<file path="src/rtl/scl_high_count_idle.sv">
module scl_high_count_idle #(
  parameter int DATA_W      = 8,
  parameter int CNT_W       = 16,
  parameter int FLOOR       = 6,
  parameter int IDLE_OFFSET = 10,
  parameter int RESET_COUNT = 40
) (
  input  logic              clk,
  input  logic              rst_n,
  input  logic              wr_en,
  input  logic              wr_upper,
  input  logic [DATA_W-1:0] wr_data,
  input  logic              ctrl_enable,
  input  logic              scl_in,
  input  logic              sda_in,
  output logic [CNT_W-1:0]  high_count,
  output logic              bus_idle
);

  localparam logic [CNT_W-1:0] FLOOR_V = CNT_W'(FLOOR);
  localparam logic [CNT_W:0]   OFFS_V  = (CNT_W+1)'(IDLE_OFFSET);

  logic [CNT_W-1:0] hcnt_q, idle_cnt_q, wr_value, clamped;
  logic [CNT_W:0]   thr;
  logic             commit, both_high;

  generate
    if (DATA_W < CNT_W) begin : g_narrow
      logic [DATA_W-1:0] lo_q;
      always_ff @(posedge clk or negedge rst_n)
        if (!rst_n) lo_q <= '0;
        else if (wr_en && !ctrl_enable && !wr_upper) lo_q <= wr_data;
      assign wr_value = {wr_data[CNT_W-DATA_W-1:0], lo_q};
      assign commit   = wr_en && !ctrl_enable && wr_upper;

      // a low-byte write only stages
      p_low_only_r3: assert property (@(posedge clk) disable iff (!rst_n)
        (wr_en && !wr_upper) |=> $stable(high_count));
    end else begin : g_wide
      assign wr_value = wr_data[CNT_W-1:0];
      assign commit   = wr_en && !ctrl_enable;
    end
  endgenerate

  assign clamped   = (wr_value < FLOOR_V) ? FLOOR_V : wr_value;
  assign thr       = {1'b0, hcnt_q} + OFFS_V;
  assign both_high = scl_in && sda_in;

  always_ff @(posedge clk or negedge rst_n)
    if (!rst_n) hcnt_q <= CNT_W'(RESET_COUNT);
    else if (commit) hcnt_q <= clamped;

  always_ff @(posedge clk or negedge rst_n)
    if (!rst_n) idle_cnt_q <= '0;
    else if (!both_high) idle_cnt_q <= '0;
    else if ({1'b0, idle_cnt_q} < thr) idle_cnt_q <= idle_cnt_q + 1'b1;

  assign high_count = hcnt_q;
  assign bus_idle   = ({1'b0, idle_cnt_q} >= thr);

  p_locked_r1: assert property (@(posedge clk) disable iff (!rst_n)
    ctrl_enable |=> $stable(high_count));

  p_floor_r2: assert property (@(posedge clk) disable iff (!rst_n)
    high_count >= FLOOR_V);

  p_clear_r4: assert property (@(posedge clk) disable iff (!rst_n)
    !both_high |=> (idle_cnt_q == '0) && !bus_idle);

  p_step_r4: assert property (@(posedge clk) disable iff (!rst_n)
    (both_high && !bus_idle) |=> idle_cnt_q == $past(idle_cnt_q) + 1'b1);

  p_hold_r5: assert property (@(posedge clk) disable iff (!rst_n)
    (bus_idle && both_high && !wr_en) |=> bus_idle);

endmodule

</file>
<file path="config.mk">
export PLATFORM = sky130hd
export DESIGN_NAME = scl_high_count_idle
export DESIGN_NICKNAME = d
export VERILOG_FILES = /design/src/rtl/scl_high_count_idle.sv
export SDC_FILE = /design/constraint.sdc
export NUM_CORES = 1
export LEC_CHECK = 0
export BUFFER_PORTS_ARGS = -buffer_cell sky130_fd_sc_hd__buf_2
export CORE_MARGIN = 2
export CORE_UTILIZATION = 48
export DETAILED_ROUTE_END_ITERATION = 10
export PLACE_DENSITY = 0.75
export SYNTH_ARGS = -nofsm -noshare
export SYNTH_HDL_FRONTEND = slang
export SYNTH_SLANG_ARGS = --single-unit
</file>
<file path="constraint.sdc">
create_clock -name clk -period 6.42 [get_ports clk]
set_input_delay 1.284 -clock clk [delete_from_list [all_inputs] [get_ports clk]]
set_output_delay 1.284 -clock clk [all_outputs]
set_load 0.02 [all_outputs]
</file>
==> flow_summary.ini <==
[outcome]
status = finished, final reports clean

[cts]
cts_setup_buffers = 0
clk_latency_ns = 0.30
numCtsBuffers = 5
clk_path_buf_depth = 2
clk_pin_slew_ns = 0.08
cts_tree = yes
cts_hold_buf = 0
cts-resized-gates = 0
cts.sinks = 40
clockRootBuffer = clkbuf_8
h-tree-depth = 2

[timing]
fin_setup_tns_ns = 0
fmaxAchievable_ghz = 0.203
drv_slew = 0
worstMarginPinSlew_ns = 0.891
hold_violations = 0
fin_crit_sh = 0.766
period_needed_ns = 4.92
hold_ws_ns = 0.514
skew_ns = 0.00651
setup_viol = 0
slew_headroom = 0.406
rsz0062_at_grt = no

[critical_path]
crit_path_end_kind = primary output
slowest_stage = dfstp_2
crit_type = reg -> out
critPathMaxStageDelay_ns = 0.61
path_cells = nand4_4, nor3b_1, nand3_1, xor2_1, ha_1, nand4_1, nor3_1, o31ai_2, a31oi_4, o21bai_1, buf_2
required_ns = 5.14
worstSetupStartpointType = flip-flop
worstPathMaxFanout = 31
arrival_ns = 3.63

[logic_synthesis]
yosysTopAreaCell = dfrtp_1
avgSynthCellArea_um2 = 9.39
ys_types = 44
synth_warnings = 0
synth_flop_cell = dfrtp_1
synth_top_area_frac = 0.387
synth_edf_count = 0
netlist_area_mm2 = 0.00246
yosys-top-cells-area = dfrtp_1 (39%), ha_1 (9.2%), nand2_1 (7.9%), xor2_1 (3.6%), a21oi_1 (3.5%)
ys_ff_latch = 40
syn_nets = 295
async_flop_share = 1.00
synthCells = 262
seq_area_frac_synth = 0.408

[die]
rows = 26
start_util = 0.491
dieArea_mm2 = 0.00571
fp.coreArea_mm2 = 0.00501
die_height_um = 75.6
ioPinCount = 32
fp.dieW_um = 75.6

[global_route]
grt_pass1_vias = 1939
grt_max_degree = 41
gr-usage-met3 = 0.0476
grtUsageTotal = 0.205
grt_antenna_before_repair = 0
globalRouteMet1Util = 0.259
grt_pass1_wl_um = 8860
met2_usage = 0.346
grt_overflow = 0
grt.busiest_layer = met2

[final_layout]
antenna_cells = 0
fin_nets = 324
fillers = 482
drive_gt1_frac = 0.192
mostFrequentLayoutCells = nand2_1 (52), dfrtp_1 (38), buf_2 (31), ha_1 (18), a21oi_1 (17)
final_common_cell = nand2_1
syn_to_final_growth_pct = 12.3

[detailed_routing]
ant_nets = 0
num_vias = 2019
viasPerCell = 5.58
wl_per_cell_um = 14.5
drc_errors = 0
wl_um = 5260
initialDrtViolationCount = 103
detail_route.first_pass.iterations = 4

[placed_design]
gp_congestion = 0.795
dp_hpwl_um = 3990
place.port_buffers = 31

[pwr]
ir_drop_mv = 0.143
p_leak_nw = 1.24
powerDensity_mw_per_mm2 = 250

[run]
maxCapViolations = 0

[worst_hold_path]
hp-class = reg -> reg
Yosys cell counts (2+ instances only):
| master | number |
|---|---|
| nand2_1 | 52 |
| dfrtp_1 | 38 |
| ha_1 | 18 |
| a21oi_1 | 17 |
| nand3_1 | 13 |
| or3_1 | 13 |
| nand4_1 | 11 |
| nor2_1 | 11 |
| o21ai_0 | 10 |
| xor2_1 | 10 |
| mux2_2 | 7 |
| o21ai_1 | 7 |
| clkbuf_1 | 5 |
| and3_1 | 4 |
| inv_1 | 4 |
| xnor2_1 | 4 |
| and4_1 | 3 |
| nor3_1 | 3 |
| a21boi_0 | 2 |
| buf_6 | 2 |
| dfstp_2 | 2 |
| nor4_1 | 2 |
| o21bai_1 | 2 |
| o22a_1 | 2 |
power by group:
part	internal (W)	switching, W	total [W]
sequential	0.000283	0.0000426	0.000326
combinational	0.0000659	0.0000937	0.000160
clock	0.000115	0.0000905	0.000205
final timing paths:
kind / cells after the start / end / slack [ns] / from
setup / recovery: 11 / bus_idle / 1.50 / high_count[5]$_DFFE_PN1P_
hold / removal: 2 / high_count[7]$_DFFE_PN0P_ / 0.51 / g_narrow.lo_q[7]$_DFFE_PN0P_
setup reg to reg: 11 / idle_cnt_q[1]$_DFFE_PN0P_ / 3.02 / high_count[5]$_DFFE_PN1P_
hold reg to reg: 2 / high_count[7]$_DFFE_PN0P_ / 0.51 / g_narrow.lo_q[7]$_DFFE_PN0P_
max in group asynchronous: 1 / high_count[7]$_DFFE_PN0P_ / 4.76 / rst_n
min in group asynchronous: 1 / idle_cnt_q[3]$_DFFE_PN0P_ / 1.11 / rst_n
cell families (layout without fill, tap and decap cells):
kind of cell	after synthesis	after routing	share of synthesized area
mux	8	8	0.0361
fa+ha+maj	18	18	0.0916
xor+xnor	14	14	0.0498
buf+inv	13	43	0.0275
simple gates	120	120	0.254
flops	40	40	0.408
compound gates	49	49	0.133
per-layer routing:
layer  share of wire  up-vias
met5               0        -
met2            0.49       50
met1            0.45      964
met3           0.047        5
li1                -     1000
met4           0.011        0
area by class of cell:
cell class / count / area (um2) / area share
Inverter: 4 / 15.0 / 0.00544
Clock inverter: 3 / 42.5 / 0.0154
Timing Repair Buffer: 31 / 155 / 0.0562
Sequential cell: 40 / 1000 / 0.363
Multi-Input combinational cell: 209 / 1390 / 0.503
Clock buffer: 5 / 68.8 / 0.0249
Tap cell: 70 / 87.6 / 0.0317
state kept, by name, summed over array words and instances (netlist names):
signal / cells
high_count: 16
idle_cnt_q: 16
g_narrow.lo_q: 8
metrics by stage:
| stage | setup slack (ns) | instance area [um2] | instances | power, W | utilization |
|---|---|---|---|---|---|
| finish | 1.50 | 2760 | 362 | 0.000691 | 0.551 |
| global route | 1.22 | 2760 | 362 | 0.000732 | 0.551 |
| CTS | 1.50 | 2760 | 362 | 0.000697 | 0.551 |
| detailed placement | 1.84 | 2650 | 354 | 0.000491 | 0.529 |
| global placement | 1.96 | 2650 | 354 | 0.000486 | 0.529 |
| floorplan | 2.17 | 2460 | 262 | 0.000433 | - |
worst max-delay path, delay by kind of cell (launching register included):
kind,cells,cell delay [ns]
AOI/OAI and AO/OA,3,0.94
xor gates and xnor gates,1,0.17
adders and majority gates,1,0.32
buffers and inverters,1,0.18
DFF,1,0.61
and+or+nand+nor,5,1.12
Note: power is estimated with default switching activity, not from simulation.
